## src/rtl/slk_pkg.sv

```systemverilog
package slk_pkg;
  typedef enum logic [0:0] {
    ST_IDLE = 1'b0,
    ST_RUN  = 1'b1
  } slk_state_e;
endpackage

```

## src/rtl/slk_term_diff.sv

```systemverilog
module slk_term_diff #(
  parameter int CNT_W = 16,
  parameter int K_W   = 16,
  localparam int PROD_W = CNT_W + K_W
) (
  input  logic [CNT_W-1:0]  mem_i,
  input  logic [CNT_W-1:0]  comp_i,
  input  logic [K_W-1:0]    k_mem_i,
  input  logic [K_W-1:0]    k_ovl_i,
  output logic [PROD_W-1:0] diff_o,
  output logic              neg_o
);
  // Weighted memory time minus weighted overlap, clamped at zero
  function automatic logic [PROD_W-1:0] weigh(input logic [CNT_W-1:0] cnt,
                                              input logic [K_W-1:0] k);
    return PROD_W'(cnt) * PROD_W'(k);
  endfunction

  logic [PROD_W-1:0] mem_term;
  logic [PROD_W-1:0] ovl_term;

  always_comb begin
    mem_term = weigh(mem_i, k_mem_i);
    ovl_term = weigh(comp_i, k_ovl_i);
    neg_o    = (ovl_term >= mem_term);
    diff_o   = neg_o ? '0 : (mem_term - ovl_term);
  end
endmodule

```

## src/rtl/slk_seq_div.sv

```systemverilog
module slk_seq_div #(
  parameter int NUM_W = 32,
  parameter int DEN_W = 16,
  localparam int CW = $clog2(NUM_W + 1)
) (
  input  logic             clk_i,
  input  logic             rst_ni,
  input  logic             start_i,
  input  logic [NUM_W-1:0] num_i,
  input  logic [DEN_W-1:0] den_i,
  output logic             done_o,
  output logic [NUM_W-1:0] quo_o
);
  logic [DEN_W-1:0] rem_q;
  logic [NUM_W-1:0] quo_q;
  logic [DEN_W-1:0] den_q;
  logic [CW-1:0]    cnt_q;
  logic             done_q;

  logic [DEN_W:0]   trial;
  logic [DEN_W:0]   trial_sub;
  logic             fits;

  // One restoring-division bit per clock
  always_comb begin
    trial     = {rem_q, quo_q[NUM_W-1]};
    fits      = (trial >= {1'b0, den_q});
    trial_sub = trial - {1'b0, den_q};
  end

  always_ff @(posedge clk_i or negedge rst_ni) begin
    if (!rst_ni) begin
      rem_q  <= '0;
      quo_q  <= '0;
      den_q  <= '0;
      cnt_q  <= '0;
      done_q <= 1'b0;
    end else if (start_i) begin
      rem_q  <= '0;
      quo_q  <= num_i;
      den_q  <= den_i;
      cnt_q  <= CW'(NUM_W);
      done_q <= 1'b0;
    end else if (cnt_q != '0) begin
      rem_q  <= fits ? trial_sub[DEN_W-1:0] : trial[DEN_W-1:0];
      quo_q  <= {quo_q[NUM_W-2:0], fits};
      cnt_q  <= cnt_q - CW'(1);
      done_q <= (cnt_q == CW'(1));
    end else begin
      done_q <= 1'b0;
    end
  end

  assign done_o = done_q;
  assign quo_o  = quo_q;
endmodule

```

## src/rtl/slk_step_map.sv

```systemverilog
module slk_step_map #(
  parameter int QUO_W  = 32,
  parameter int SLK_W  = 16,
  parameter int GAIN_W = 8,
  parameter int STEP_W = 4,
  parameter int FRAC   = 8,
  localparam int MUL_W = SLK_W + GAIN_W
) (
  input  logic [QUO_W-1:0]  quo_i,
  input  logic              zero_den_i,
  input  logic [GAIN_W-1:0] gain_i,
  input  logic [STEP_W-1:0] lim_i,
  output logic [SLK_W-1:0]  slack_o,
  output logic [STEP_W-1:0] step_o
);
  logic [SLK_W-1:0] sat_q;

  // Saturate the quotient into the slack width
  generate
    if (QUO_W > SLK_W) begin : g_sat
      assign sat_q = (|quo_i[QUO_W-1:SLK_W]) ? {SLK_W{1'b1}} : quo_i[SLK_W-1:0];
    end else begin : g_pass
      assign sat_q = SLK_W'(quo_i);
    end
  endgenerate

  function automatic logic [STEP_W-1:0] to_step(input logic [SLK_W-1:0] s,
                                                input logic [GAIN_W-1:0] g,
                                                input logic [STEP_W-1:0] lim);
    logic [MUL_W-1:0] raw;
    raw = (MUL_W'(s) * MUL_W'(g)) >> FRAC;
    return (raw > MUL_W'(lim)) ? lim : raw[STEP_W-1:0];
  endfunction

  always_comb begin
    slack_o = zero_den_i ? '0 : sat_q;
    step_o  = to_step(slack_o, gain_i, lim_i);
  end
endmodule

```

## src/rtl/slk_est.sv

```systemverilog
module slk_est #(
  parameter int CNT_W  = 16,
  parameter int K_W    = 16,
  parameter int SLK_W  = 16,
  parameter int GAIN_W = 8,
  parameter int STEP_W = 4,
  parameter int FRAC   = 8
) (
  input  logic              clk_i,
  input  logic              rst_ni,
  input  logic              win_done_i,
  input  logic [CNT_W-1:0]  mem_txn_i,
  input  logic [CNT_W-1:0]  uop_ret_i,
  input  logic [CNT_W-1:0]  comp_ret_i,
  input  logic [K_W-1:0]    k_mem_i,
  input  logic [K_W-1:0]    k_ovl_i,
  input  logic [GAIN_W-1:0] gain_i,
  input  logic [STEP_W-1:0] lim_step_i,
  output logic [SLK_W-1:0]  slack_o,
  output logic [STEP_W-1:0] step_o,
  output logic              valid_o,
  output logic              busy_o
);
  import slk_pkg::*;
  localparam int PROD_W = CNT_W + K_W;

  slk_state_e        state_q;
  logic              accept;
  logic [PROD_W-1:0] diff_w;
  logic              neg_w;
  logic              div_done;
  logic [PROD_W-1:0] quo_w;
  logic              zero_den_q;
  logic              neg_q;
  logic [GAIN_W-1:0] gain_q;
  logic [STEP_W-1:0] lim_q;
  logic [SLK_W-1:0]  slack_w;
  logic [STEP_W-1:0] step_w;
  logic [SLK_W-1:0]  slack_q;
  logic [STEP_W-1:0] step_q;
  logic              valid_q;

  assign accept = win_done_i && (state_q == ST_IDLE);

  slk_term_diff #(.CNT_W(CNT_W), .K_W(K_W)) u_diff (
    .mem_i   (mem_txn_i),
    .comp_i  (comp_ret_i),
    .k_mem_i (k_mem_i),
    .k_ovl_i (k_ovl_i),
    .diff_o  (diff_w),
    .neg_o   (neg_w)
  );

  slk_seq_div #(.NUM_W(PROD_W), .DEN_W(CNT_W)) u_div (
    .clk_i   (clk_i),
    .rst_ni  (rst_ni),
    .start_i (accept),
    .num_i   (diff_w),
    .den_i   (uop_ret_i),
    .done_o  (div_done),
    .quo_o   (quo_w)
  );

  slk_step_map #(
    .QUO_W(PROD_W), .SLK_W(SLK_W), .GAIN_W(GAIN_W),
    .STEP_W(STEP_W), .FRAC(FRAC)
  ) u_map (
    .quo_i      (quo_w),
    .zero_den_i (zero_den_q),
    .gain_i     (gain_q),
    .lim_i      (lim_q),
    .slack_o    (slack_w),
    .step_o     (step_w)
  );

  always_ff @(posedge clk_i or negedge rst_ni) begin
    if (!rst_ni) begin
      state_q    <= ST_IDLE;
      zero_den_q <= 1'b0;
      neg_q      <= 1'b0;
      gain_q     <= '0;
      lim_q      <= '0;
    end else if (accept) begin
      state_q    <= ST_RUN;
      zero_den_q <= (uop_ret_i == '0);
      neg_q      <= neg_w;
      gain_q     <= gain_i;
      lim_q      <= lim_step_i;
    end else if (div_done) begin
      state_q    <= ST_IDLE;
    end
  end

  always_ff @(posedge clk_i or negedge rst_ni) begin
    if (!rst_ni) begin
      slack_q <= '0;
      step_q  <= '0;
      valid_q <= 1'b0;
    end else begin
      valid_q <= div_done && (state_q == ST_RUN);
      if (div_done && (state_q == ST_RUN)) begin
        slack_q <= slack_w;
        step_q  <= step_w;
      end
    end
  end

  assign slack_o = slack_q;
  assign step_o  = step_q;
  assign valid_o = valid_q;
  assign busy_o  = (state_q == ST_RUN);
endmodule

```

## config.mk

```make
export PLATFORM = sky130hd
export DESIGN_NAME = slk_est
export DESIGN_NICKNAME = d
export VERILOG_FILES = /design/src/rtl/slk_pkg.sv /design/src/rtl/slk_term_diff.sv /design/src/rtl/slk_seq_div.sv /design/src/rtl/slk_step_map.sv /design/src/rtl/slk_est.sv
export SDC_FILE = /design/constraint.sdc
export NUM_CORES = 2
export LEC_CHECK = 0
export BUFFER_PORTS_ARGS = -buffer_cell sky130_fd_sc_hd__buf_2
export CAP_MARGIN = 15
export CELL_PAD_IN_SITES_DETAIL_PLACEMENT = 0
export CELL_PAD_IN_SITES_GLOBAL_PLACEMENT = 1
export CORE_UTILIZATION = 35
export CTS_CLUSTER_DIAMETER = 100
export DETAILED_ROUTE_END_ITERATION = 16
export GPL_TIMING_DRIVEN = 0
export PLACE_DENSITY = 0.64
export SYNTH_ARGS = -nofsm -noshare
export SYNTH_HDL_FRONTEND = slang
export SYNTH_SLANG_ARGS = --single-unit
export TNS_END_PERCENT = 50
```

## constraint.sdc

```tcl
create_clock -name clk_i -period 9.25 [get_ports clk_i]
set_input_delay 0.4625 -clock clk_i [delete_from_list [all_inputs] [get_ports clk_i]]
set_output_delay 0.4625 -clock clk_i [all_outputs]
set_load 0.005 [all_outputs]
```

==> results.cfg <==
[status]
status = complete, no violations

[global_routing]
overflow = 0
grt_use_total_pct = 19.8
grt_pass1_wl_um = 122000
grt_pass1_vias = 22000
antenna_found_initial = 1
grt_max_degree = 94

[routing]
ant_nets = 0
drt-vias-per-instance = 4.85
drt_iter0_drc = 897
num_vias = 21100
drt-total-wl_um = 76000
drc = 0
routedWlPerCell_um = 17.5
firstDrtPassIters = 5

[placed_design]
gp_congestion = 0.860
pre_cts_slack_ns = -0.464
place_hpwl_um = 64700
io_buffers = 116
placed_area_mm2 = 0.0295

[die]
dieHeight_um = 282
dieArea_mm2 = 0.0798
die_w_um = 282
ios = 117
core_area_mm2 = 0.0776
row_count = 102
initial_utilization_pct = 35.5

[clock_network]
clk_pin_slew_worst_paths_ns = 0.08
insertion_delay_ns = 0.37
root_buffer = clkbuf_16
htreeDepth = 3
clockBufferDepth = 2
cts-buffers-inserted = 9
tritoncts = built
cts_sinks = 106

[sta]
fin_hold_ws_ns = 0.283
final_max_slew_viol_count = 0
finClkSkew_ns = 0.0169
min_period_ns = 8.75
rsz0062_at_grt = false
worst_pin_slew_ns = 0.859
relSlewSlack_pct = 42.7
fin_crit_sh_pct = 94.6
setup_viol = 0
worst_slack_ns = 0.501
fmax_mhz = 114
hold_viol = 0

[yosys]
yosysTopAreaCell = fa_1
ys_top_cells_by_count = inv_1, fa_1, nand2_1
yosysMostFrequentCell = inv_1
synth_top_flop_cell = dfrtp_1
synthCells = 3180
syn-num-nets = 4052
netlist_area_mm2 = 0.0275
synth_edf_count = 0
ys_ff_latch = 106
yosysSeqAreaShare_pct = 9.63
synth-warning-count = 0
async_flop_share_pct = 100
syn_area_per_cell_um2 = 8.66
yosys-top-cells-area = fa_1, ha_1, dfrtp_1, inv_1, and2_1
synth.distinct_cells = 68
netlist.area_leader.share_pct = 34.4

[setup_path]
cpMostUsedCell = fa_1
cpMaxStageDelayCell = a211oi_1
critPathMaxStageDelay_ns = 0.61
cp-end-kind = flop
ff2ff_path_depth = 31
cp_max_fo = 10
cp.required_ns = 9.51
rrSetupSlack_ns = 0.51
arrival_ns = 9.01
critPathKind = in2reg
startpoint_type = input pin

[run]
drv_cap = 0

[layout]
area_growth_pct = 8.12
layout-drive-gt1-share_pct = 5.63
fin_nets = 4172
num_antenna_cells = 0
fin_area_mm2 = 0.0298

[worst_hold_path]
hold_path.class = in2reg
min_delay_path_depth = 3
[per-layer routing]
layer / share of wire (%) / track usage, % / vias up
li1: - / - / 10200
met1: 46 / 26.3 / 10500
met2: 50 / 34.8 / 344
met3: 3.1 / 1.92 / 62
met4: 1.7 / 4.02 / 0
met5: 0 / 0 / -
[cell type report]
cell class                      instances  area, um^2
Clock buffer                           10         239
Inverter                              620        2330
Buffer                                 98         400
Tap cell                             1040        1300
Timing Repair Buffer                  119         632
Clock inverter                          6        62.6
Fill cell                            8130       47800
Multi-Input combinational cell       2346       22200
Sequential cell                       106        2650
[cells in the final DEF, fill, tap and decap left out, types with 9 or more instances in the layout]
cell,synthesis,layout
o21a_1,11,11
and2_1,304,304
or3_1,11,11
fa_1,473,473
clkbuf_2,0,23
a21o_1,51,51
nor2_1,96,96
buf_2,2,118
o21ai_0,85,85
nor4_1,13,13
o31ai_1,24,24
and3_1,10,10
inv_1,619,619
xnor2_1,62,62
nor3_1,31,31
mux2i_1,35,35
nand3_1,25,25
a211oi_1,12,12
o22ai_1,31,31
ha_1,304,304
clkbuf_16,0,9
a21oi_1,119,119
o21bai_1,10,10
dfrtp_1,106,106
nand2b_1,14,14
clkbuf_1,102,68
nand2_1,456,456
nand4_1,12,12
nor2b_1,24,24
xor2_1,41,41
[critical path, delay by kind of cell]
family | cells | cell delay [ns]
xor+xnor | 1 | 0.16
buf+inv | 7 | 1.29
fa+ha+maj | 8 | 3.74
compound gates | 13 | 3.05
simple gates | 2 | 0.27
[flip-flops by register name (all words and copies together) (netlist names)]
register / count
valid_o: 1
gain_q: 8
step_o: 4
u_div.rem_q: 16
u_div.cnt_q: 6
lim_q: 4
busy_o: 1
slack_o: 16
u_div.den_q: 16
u_div.quo_o: 32
zero_den_q: 1
u_div.done_o: 1
[worst paths after layout]
check / from / endpoint
max in group asynchronous: rst_ni / u_div.quo_o[18]
min reg2reg: slack_o[5] / slack_o[5]
min in group asynchronous: rst_ni / u_div.den_q[7]
max: k_ovl_i[2] / u_div.quo_o[26]
min: gain_i[7] / gain_q[7]
max reg2reg: u_div.quo_o[16] / step_o[0]
[kinds of logic after synthesis]
group | share of synthesized area (%)
buf+inv | 9.93
fa+ha+maj | 48.2
flops | 9.63
xor+xnor | 3.28
simple gates | 18.0
compound gates | 9.56
mux | 1.35
[metrics by stage]
stage / std cells / utilization (%) / TNS (ns)
finish: 4345 / 38.4 / 0
CTS: 4354 / 38.4 / 0
detailed placement: 4337 / 38.0 / -5.63
global route: 4345 / 38.4 / 0
floorplan: 3180 / - / 0
global placement: 4336 / 37.9 / -6.38
[timing repair]
| item | in CTS | in global routing |
|---|---|---|
| setup buffers | 0 | 1 |
| cloned | 0 | 0 |
| hold buffers | 1 | 0 |
| pin swaps | 0 | 1 |
| hold endpoints to repair | 13 | 0 |
| gates resized for setup | 3 | 47 |
| endpoints found under the setup margin | 2 | 35 |
Power is not shown: default switching activity piles up to over one toggle a cycle in this logic, so the estimate is an artifact.
